===== src/rtl/bsr_pkg.sv =====
package bsr_pkg;
    typedef enum logic [1:0] {
        ST_HUNT = 2'd0,
        ST_SYN2 = 2'd1,
        ST_SYNC = 2'd2
    } hunt_st_e;
endpackage


===== src/rtl/bsr_hunt.sv =====
module bsr_hunt
    import bsr_pkg::*;
#(
    parameter int W = 8
) (
    input  logic         clk,
    input  logic         rst_n,
    input  logic         rx_en,
    input  logic         rx_bit,
    input  logic [W-1:0] syn_a,
    input  logic [W-1:0] syn_b,
    input  logic         two_syn,
    input  logic         hunt,
    output logic         byte_v,
    output logic [W-1:0] byte_o,
    output logic         sync_start,
    output logic         in_sync
);
    localparam int CNTW = $clog2(W);
    localparam logic [CNTW-1:0] LAST = CNTW'(W - 1);

    typedef struct packed {
        logic [W-2:0]    front;
        hunt_st_e        state;
        logic [CNTW-1:0] cnt;
        logic            seen;
        logic            out_v;
        logic [W-1:0]    out_b;
        logic            start;
    } hunt_s;

    hunt_s q, d;
    logic [W-1:0] win;
    logic         is_syn;

    always_comb begin
        d        = q;
        d.out_v  = 1'b0;
        d.start  = 1'b0;
        win      = {q.front, rx_bit};
        is_syn   = (win == syn_a) || (two_syn && (win == syn_b));
        if (hunt) begin
            d.state = ST_HUNT;
            d.cnt   = '0;
            d.seen  = 1'b0;
        end else if (rx_en) begin
            d.front = win[W-2:0];
            case (q.state)
                ST_HUNT: begin
                    if (win == syn_a) begin
                        d.cnt = '0;
                        if (two_syn) begin
                            d.state = ST_SYN2;
                        end else begin
                            d.state = ST_SYNC;
                            d.seen  = 1'b0;
                            d.start = 1'b1;
                        end
                    end
                end
                ST_SYN2: begin
                    if (q.cnt == LAST) begin
                        d.cnt = '0;
                        if (win == syn_b) begin
                            d.state = ST_SYNC;
                            d.seen  = 1'b0;
                            d.start = 1'b1;
                        end else begin
                            d.state = ST_HUNT;
                        end
                    end else begin
                        d.cnt = q.cnt + 1'b1;
                    end
                end
                ST_SYNC: begin
                    if (q.cnt == LAST) begin
                        d.cnt = '0;
                        if (q.seen || !is_syn) begin
                            d.out_v = 1'b1;
                            d.out_b = win;
                            d.seen  = 1'b1;
                        end
                    end else begin
                        d.cnt = q.cnt + 1'b1;
                    end
                end
                default: d.state = ST_HUNT;
            endcase
        end
    end

    always_ff @(posedge clk or negedge rst_n) begin
        if (!rst_n) q <= '0;
        else        q <= d;
    end

    assign byte_v     = q.out_v;
    assign byte_o     = q.out_b;
    assign sync_start = q.start;
    assign in_sync    = (q.state == ST_SYNC);

    // a byte only leaves while aligned
    a_r4_byte_in_sync: assert property (@(posedge clk) disable iff (!rst_n)
        q.out_v |-> $past(q.state == ST_SYNC));
    // hunt always returns to search
    a_r9_hunt_restart: assert property (@(posedge clk) disable iff (!rst_n)
        hunt |=> (q.state == ST_HUNT));
    // second-character stage entered only in two-character mode
    a_r3_two_step: assert property (@(posedge clk) disable iff (!rst_n)
        $rose(q.state == ST_SYN2) |-> $past(two_syn));
endmodule


===== src/rtl/bsr_crc.sv =====
module bsr_crc #(
    parameter int            W    = 8,
    parameter int            CW   = 16,
    parameter logic [CW-1:0] POLY = 16'h8005
) (
    input  logic         clk,
    input  logic         rst_n,
    input  logic         clr,
    input  logic         byte_v,
    input  logic [W-1:0] byte_i,
    input  logic         eob,
    input  logic         stat_rd,
    output logic         crc_ok
);
    typedef struct packed {
        logic [W-1:0]  dly;
        logic          dly_v;
        logic [CW-1:0] crc;
        logic          ok;
    } crc_s;

    crc_s q, d;
    logic [CW-1:0] fin;

    function automatic logic [CW-1:0] crc_step(logic [CW-1:0] c, logic [W-1:0] v);
        logic [CW-1:0] r;
        r = c;
        for (int i = W - 1; i >= 0; i--) begin
            if (r[CW-1] ^ v[i]) r = {r[CW-2:0], 1'b0} ^ POLY;
            else                r = {r[CW-2:0], 1'b0};
        end
        return r;
    endfunction

    always_comb begin
        d   = q;
        fin = q.dly_v ? crc_step(q.crc, q.dly) : q.crc;
        if (stat_rd) d.ok = 1'b0;
        if (clr) begin
            d.crc   = '0;
            d.dly_v = 1'b0;
        end else if (eob) begin
            d.ok    = (fin == '0);
            d.crc   = '0;
            d.dly_v = 1'b0;
        end else if (byte_v) begin
            if (q.dly_v) d.crc = crc_step(q.crc, q.dly);
            d.dly   = byte_i;
            d.dly_v = 1'b1;
        end
    end

    always_ff @(posedge clk or negedge rst_n) begin
        if (!rst_n) q <= '0;
        else        q <= d;
    end

    assign crc_ok = q.ok;

    // the status only rises on an end-of-block
    a_r7_ok_on_eob: assert property (@(posedge clk) disable iff (!rst_n)
        $rose(q.ok) |-> $past(eob));
    // status read clears the flag
    a_r8_ok_clear: assert property (@(posedge clk) disable iff (!rst_n)
        (stat_rd && !eob) |=> !q.ok);
endmodule


===== src/rtl/bsr_fifo.sv =====
module bsr_fifo #(
    parameter int W     = 8,
    parameter int DEPTH = 4
) (
    input  logic         clk,
    input  logic         rst_n,
    input  logic         push,
    input  logic [W-1:0] din,
    input  logic         pop,
    input  logic         ovr_clr,
    output logic [W-1:0] dout,
    output logic         nonempty,
    output logic         ovr
);
    localparam int AW = (DEPTH > 1) ? $clog2(DEPTH) : 1;
    localparam logic [AW:0] FULL_CNT = (AW + 1)'(DEPTH);

    typedef struct packed {
        logic [DEPTH-1:0][W-1:0] mem;
        logic [AW-1:0]           wp;
        logic [AW-1:0]           rp;
        logic [AW:0]             cnt;
        logic                    ovr;
    } fifo_s;

    fifo_s q, d;
    logic  do_push, do_pop, full;

    always_comb begin
        d       = q;
        full    = (q.cnt == FULL_CNT);
        do_push = push && !full;
        do_pop  = pop && (q.cnt != '0);
        if (ovr_clr) d.ovr = 1'b0;
        if (push && full) d.ovr = 1'b1;
        if (do_push) begin
            d.mem[q.wp] = din;
            d.wp        = q.wp + 1'b1;
        end
        if (do_pop) d.rp = q.rp + 1'b1;
        case ({do_push, do_pop})
            2'b10:   d.cnt = q.cnt + 1'b1;
            2'b01:   d.cnt = q.cnt - 1'b1;
            default: d.cnt = q.cnt;
        endcase
    end

    always_ff @(posedge clk or negedge rst_n) begin
        if (!rst_n) q <= '0;
        else        q <= d;
    end

    assign dout     = q.mem[q.rp];
    assign nonempty = (q.cnt != '0);
    assign ovr      = q.ovr;

    // occupancy never exceeds the depth
    a_r5_no_overflow: assert property (@(posedge clk) disable iff (!rst_n)
        q.cnt <= FULL_CNT);
    // overrun only from a push into a full queue
    a_r6_overrun_cause: assert property (@(posedge clk) disable iff (!rst_n)
        $rose(q.ovr) |-> $past(push && q.cnt == FULL_CNT));
    // a dropped byte leaves the queue full
    a_r6_full_kept: assert property (@(posedge clk) disable iff (!rst_n)
        (push && !pop && q.cnt == FULL_CNT) |=> (q.cnt == FULL_CNT));
endmodule


===== src/rtl/bsr_rx.sv =====
module bsr_rx #(
    parameter int W     = 8,
    parameter int DEPTH = 4
) (
    input  logic         clk,
    input  logic         rst_n,
    input  logic         rx_en,
    input  logic         rx_bit,
    input  logic [W-1:0] syn_a,
    input  logic [W-1:0] syn_b,
    input  logic         two_syn,
    input  logic         hunt,
    input  logic         eob,
    input  logic         stat_rd,
    input  logic         rd,
    output logic [W-1:0] rd_data,
    output logic         rd_valid,
    output logic         in_sync,
    output logic         overrun,
    output logic         crc_ok
);
    logic         byte_v;
    logic [W-1:0] byte_w;
    logic         sync_start;

    bsr_hunt #(.W(W)) u_hunt (
        .clk(clk), .rst_n(rst_n), .rx_en(rx_en), .rx_bit(rx_bit),
        .syn_a(syn_a), .syn_b(syn_b), .two_syn(two_syn), .hunt(hunt),
        .byte_v(byte_v), .byte_o(byte_w), .sync_start(sync_start),
        .in_sync(in_sync)
    );

    bsr_crc #(.W(W)) u_crc (
        .clk(clk), .rst_n(rst_n), .clr(sync_start || hunt),
        .byte_v(byte_v), .byte_i(byte_w), .eob(eob), .stat_rd(stat_rd),
        .crc_ok(crc_ok)
    );

    bsr_fifo #(.W(W), .DEPTH(DEPTH)) u_fifo (
        .clk(clk), .rst_n(rst_n), .push(byte_v), .din(byte_w), .pop(rd),
        .ovr_clr(stat_rd), .dout(rd_data), .nonempty(rd_valid), .ovr(overrun)
    );

    // sync is gained only on an enabled bit
    a_r2_sync_on_bit: assert property (@(posedge clk) disable iff (!rst_n)
        $rose(in_sync) |-> $past(rx_en));
    // without enable or hunt the alignment state holds
    a_r10_idle_stable: assert property (@(posedge clk) disable iff (!rst_n)
        (!rx_en && !hunt) |=> $stable(in_sync));
endmodule


===== config.mk =====
export PLATFORM = sky130hd
export DESIGN_NAME = bsr_rx
export DESIGN_NICKNAME = d
export VERILOG_FILES = /design/src/rtl/bsr_pkg.sv /design/src/rtl/bsr_hunt.sv /design/src/rtl/bsr_crc.sv /design/src/rtl/bsr_fifo.sv /design/src/rtl/bsr_rx.sv
export SDC_FILE = /design/constraint.sdc
export NUM_CORES = 1
export LEC_CHECK = 0
export CAP_MARGIN = 10
export CORE_MARGIN = 5
export CORE_UTILIZATION = 58
export CTS_CLUSTER_DIAMETER = 200
export DETAILED_ROUTE_END_ITERATION = 8
export PLACE_DENSITY = 0.85
export SETUP_SLACK_MARGIN = 0.2
export SKIP_CTS_REPAIR_TIMING = 1
export SLEW_MARGIN = 25
export SYNTH_ARGS = -nofsm -noshare
export SYNTH_HDL_FRONTEND = slang
export SYNTH_SLANG_ARGS = --single-unit

===== constraint.sdc =====
create_clock -name clk -period 2.7 [get_ports clk]
set_clock_uncertainty 0.2 [all_clocks]
set_input_delay 0.54 -clock clk [delete_from_list [all_inputs] [get_ports clk]]
set_output_delay 0.54 -clock clk [all_outputs]
set_load 0.01 [all_outputs]

Word-level counts from Yosys, hierarchy flattened
Cells that the tools add are included.
{"block": "word_totals", "regBits": 89, "in_bits": 25, "output_inout_bits": 12, "wordCells": 181}
{"block": "classes", "addsub": 5, "order_cmp": 3, "n_eq_ne": 15, "mux": 80, "bitwise": 33, "reduce_logical": 26}
{"operator": "$mux W16", "n": 46}
{"operator": "$mux W17", "n": 3}
{"operator": "$not A3 Y3", "n": 15}
{"operator": "$bwmux W32", "n": 1}
{"operator": "$mux W10", "n": 3}
{"operator": "$bmux W8 S2", "n": 1}
{"operator": "$demux W8 S2", "n": 1}
{"operator": "$eq A8 B8 Y1", "n": 2}
{"operator": "$logic_not A16 Y1", "n": 1}
{"operator": "$mux W8", "n": 2}
{"operator": "$ne A3 B2 Y1 const B", "n": 5}
{"operator": "$xor A1 B1 Y1", "n": 15}
{"operator": "$mux W1", "n": 12}
{"operator": "$mux W6", "n": 2}
{"operator": "$pmux W4 S3", "n": 1}
{"operator": "$mux W9", "n": 1}
{"operator": "$reduce_bool A3 Y1", "n": 3}
{"operator": "$reduce_and A8 Y1", "n": 1}
{"operator": "$add A3 B1 Y3 const B", "n": 2}
{"operator": "$eq A3 B3 Y1 const B", "n": 2}
{"operator": "$lt A2 B3 Y1 const B", "n": 2}
{"operator": "$mux W2", "n": 3}
{"operator": "$pmux W2 S3", "n": 1}
{"operator": "$pmux W3 S2", "n": 1}
{"operator": "20 further kinds", "n": 36}

Logic depth before layout (Yosys ltp)
{"block": "logic_depth", "word_depth": 48, "ltp_mapped": 9, "ltp_nobuf": 9}

Cells and area by module
From an unflattened synthesis, not the netlist that was laid out.
{"block": "unflattened", "hier_cells": 351, "area_unflattened_um2": 4475.5}
{"mod": "bsr_fifo", "instances": 1, "cells_per_inst": 118, "area_each_um2": 1824.2, "seq_area_each_um2": 1001.0}
{"mod": "bsr_hunt", "instances": 1, "cells_per_inst": 130, "area_each_um2": 1337.5, "seq_area_each_um2": 575.6}
{"mod": "bsr_crc", "instances": 1, "cells_per_inst": 102, "area_each_um2": 1307.5, "seq_area_each_um2": 650.6}
{"mod": "bsr_rx", "instances": 1, "cells_per_inst": 1, "area_each_um2": 6.3, "seq_area_each_um2": 0.0}

Worst setup path before layout
Ideal clock, no wire load.
{"block": "synth_timing", "kind": "input-to-reg", "startpoint": "input eob", "endpoint": "register u_crc.q[18] in the netlist's numbering", "setup_time_ps": 125, "t_arrival_ps": 1838, "required_ps": 2375, "slack_ps": 538, "cell_stages": 4, "n_path_buf": 1, "path_cell_list": "or3_1 clkbuf_1 nor2_1 mux2_2"}
{"block": "synth_via", "elab_chain_cells": 2}
{"element": "from (decl)", "line": "bsr_rx.sv:13", "text": "input logic eob,"}
{"element": "$not A1 Y1 (no line)"}
{"element": "$reduce_and A3 Y1 (no line)"}
{"element": "to (signal assigned)", "line": "bsr_crc.sv:54", "text": "if (!rst_n) q <= '0;"}
{"element": "to (signal assigned)", "line": "bsr_crc.sv:55", "text": "else q <= d;"}
{"element": "to (decl)", "line": "bsr_crc.sv:22", "text": "crc_s q, d;"}
No other way between the ends.
A chain may end at the register's enable or synchronous reset.

Worst setup path after layout
{"block": "layout_timing", "startpoint": "register u_hunt.q[14] in the netlist's numbering", "endpoint": "output in_sync"}
{"block": "layout_via", "elab_chain_cells": 1}
{"element": "from (decl)", "line": "bsr_hunt.sv:32", "text": "hunt_s q, d;"}
{"element": "from (signal assigned)", "line": "bsr_hunt.sv:93", "text": "if (!rst_n) q <= '0;"}
{"element": "from (signal assigned)", "line": "bsr_hunt.sv:94", "text": "else q <= d;"}
{"element": "$eq A2 B2 Y1", "line": "bsr_hunt.sv:100", "text": "assign in_sync = (q.state == ST_SYNC);"}
{"element": "to (decl)", "line": "bsr_rx.sv:18", "text": "output logic in_sync,"}
No other way between the ends.

==> run_results.csv <==
group,metric,value,unit
die,dieWidth,96.7,um
sta,timing.fmax,0.414,GHz
sta,worst_pin_slew,0.657,ns
setup_path,cp_max_fo,5,
synthesis,netlist_area,4360,sq um
sta,final_max_slew_viol_count,0,
sta,slew_headroom,56.2,%
die,die-height,96.7,um
route,drt_pre_antenna_iters,4,
pwr,internal-power,2130,uW
synthesis,syn_nets,399,
global_route,grt.total_usage,19.7,%
global_route,grt_pass1_vias,3074,
pwr,p_seq_share,51.1,%
global_route,antenna_found_initial,0,
route,ant_nets,0,
synthesis,synth_cell_types,41,
global_route,grt_max_degree,38,
synthesis,synthArstFlopShare,100,%
place,gp_congestion,0.917,
synthesis,yosysWarnings,0,
synthesis,synthTopCellsByCount,"dfrtp_1 (89), mux2_2 (49), nand2_1 (45), xnor2_1 (33), nor2_1 (26)",
synthesis,synthCells,363,
setup_path,crit_type,"reg2out",
synthesis,post-synth-top-count-cell,"dfrtp_1",
cells_and_area,synthToLayoutAreaGrowth,18.1,%
global_route,overflow,0,
clock_tree,clock_latency,0.36,ns
synthesis,synth_area_leaders,"dfrtp_1 (51%), mux2_2 (13%), xnor2_1 (6.6%)",
place,place_ws,0.00998,ns
sta,setup_tns,0,ns
route,vias_per_cell,5.65,
setup_path,cp.required,1.96,ns
clock_tree,clk_path_buf_depth,2,
route,drcViolationCount,0,
cells_and_area,fin_nets,448,
sta,rsz0062_at_grt,"no",
synthesis,synth_top_area_share,51.1,%
clock_tree,cts_tree,"yes",
pwr,p_sw,801,uW
clock_tree,clkSinkCount,89,
die,start_util,59.8,%
synthesis,yosysSeqAreaShare,51.1,%
place,placed_area,4910,sq um
setup_path,crit_path_end_kind,"output pin",
pwr,vdd_drop_max,431,uV
cells_and_area,final_util,70.6,%
die,io_pins,37,
die,dieArea,9350,sq um
synthesis,avgSynthCellArea,12.0,sq um
global_route,grt_pass1_wl,15.0,mm
flow_run,drv_cap,0,
route,vias,2914,
cells_and_area,post-route-cell-area,5150,sq um
route,routed_wirelength,8.98,mm
sta,finalCritPeriodShare,89.4,%
sta,finalHoldViolCount,0,
cells_and_area,fillers,522,
place,io_buffers,36,
pwr,clockPowerShare,33.2,%
route,drt_iter0_markers,144,
place,dp_hpwl,6.49,mm
die,core_area,7290,sq um
clock_tree,clkTransAtPathRegs,0.09,ns
cells_and_area,drive_above_1_share,21.1,%
cells_and_area,final-seq-area,2230,sq um
pwr,swShare,27.4,%
synthesis,synth_ff_type,"dfrtp_1",
worst_hold_path,hp-class,"reg2reg",
pwr,p_leak,0.00251,uW
clock_tree,cts_buffers,9,
setup_path,cp.arrival,1.67,ns
synthesis,ys_ff_latch,89,
cells_and_area,num_antenna_cells,0,
sta,finalSetupViolCount,0,
die,num_rows,31,
setup_path,startpoint_type,"flip-flop",
route,wl_per_cell,17.4,um
sta,postLayoutSetupSlackWorst,0.287,ns
outcome,status,"complete, no violations",
pwr,power.density,568,nW/um^2
synthesis,synth_edf_count,0,
sta,fin_crit,2.41,ns
pwr,comb_power_share,15.6,%
synthesis,synth_top_area_cell,"dfrtp_1",
clock_tree,cts_root_buf,"clkbuf_8",
cells_and_area,multi_input_area,2040,sq um
clock_tree,htree_num_levels,3,
-- final timing paths --
kind | start | endpoint | slack (ns) | depth (start not counted)
max | u_hunt.q[14]$_DFFE_PN0P_ | in_sync | 0.29 | 3
min | u_fifo.q[24]$_DFFE_PN0P_ | u_fifo.q[24]$_DFFE_PN0P_ | 0.31 | 1
max reg2reg | u_hunt.byte_v$_DFF_PN0_ | u_fifo.q[3]$_DFFE_PN0P_ | 0.40 | 9
min reg2reg | u_fifo.q[24]$_DFFE_PN0P_ | u_fifo.q[24]$_DFFE_PN0P_ | 0.31 | 1
max in group asynchronous | rst_n | u_fifo.q[3]$_DFFE_PN0P_ | 1.20 | 3
min in group asynchronous | rst_n | u_fifo.q[9]$_DFFE_PN0P_ | 0.47 | 2
-- worst max-delay path, cell delays in order, from the launching register on --
cell and delay [ns]:
dfrtp_1 0.41, inv_1 0.09, ha_1 0.26, clkdlybuf4s50_1 0.57
-- registers in the layout, indices dropped and copies added, names as in the netlist --
name and cells:
u_hunt.byte_v 1, u_fifo.q 39, u_fifo.ovr 1, u_hunt.q 13, u_hunt.byte_o 8, u_crc.crc_ok 1
u_hunt.sync_start 1, u_crc.q 25
-- per-layer routing --
metal | vias up | part of all wire (%) | track usage (%)
met1 | 1463 | 42 | 26.0
li1 | 1358 | - | -
met4 | 0 | 1.4 | 7.02
met3 | 13 | 4.4 | 3.60
met5 | - | 0 | 0
met2 | 80 | 52 | 32.7
-- layout by cell type (no fill, tap or decap), drive strengths merged, types with 3 or more instances in the layout --
master | Yosys | final
a211oi | 10 | 10
a21oi | 13 | 13
buf | 2 | 11
clkbuf | 7 | 11
clkdlybuf4s50 | 0 | 27
dfrtp | 89 | 89
dlymetal6s2s | 0 | 8
ha | 10 | 10
inv | 16 | 18
mux2 | 49 | 49
mux2i | 3 | 3
mux4 | 8 | 8
nand2 | 45 | 45
nand3 | 4 | 4
nand4 | 5 | 5
nor2 | 26 | 26
nor3 | 3 | 3
nor4 | 4 | 4
o21ai | 5 | 5
xnor2 | 35 | 35
xnor3 | 3 | 3
xor2 | 5 | 5
-- metrics by stage --
stage,cells,total power [uW],hold slack [ns]
after floorplan,363,1770,0.0444
after global placement,499,1950,0.281
after detailed placement,499,1980,0.289
after CTS,515,2930,-0.0700
after global routing,516,3050,0.320
final,516,2930,0.308
-- power groups by stage --
stage          registers, uW  clock network, uW  logic [uW]
6_report                1500                972         458
5_1_grt                 1510               1040         503
4_1_cts                 1500                967         464
3_5_place_dp            1520                  0         463
3_3_place_gp            1520                  0         436
2_1_floorplan           1470                  0         307
-- cells by family after synthesis --
group,share of synthesized area (%)
AO/OA/AOI/OAI,5.80
XOR/XNOR,10.4
adder cells (fa/ha/maj),3.33
buffers and inverters,2.18
flip-flops,51.1
multiplexers,17.5
AND/OR/NAND/NOR,9.76
-- cell type report --
| cell class | count | share of cell area, % |
|---|---|---|
| sequential | 89 | 43.2 |
| clock buffer | 11 | 2.94 |
| clock inverter | 5 | 1.19 |
| timing repair buffer | 47 | 9.48 |
| multi-input combinational | 249 | 39.6 |
| inverter | 16 | 1.17 |
| tap | 99 | 2.41 |
Power figures use the tool's default switching activity.
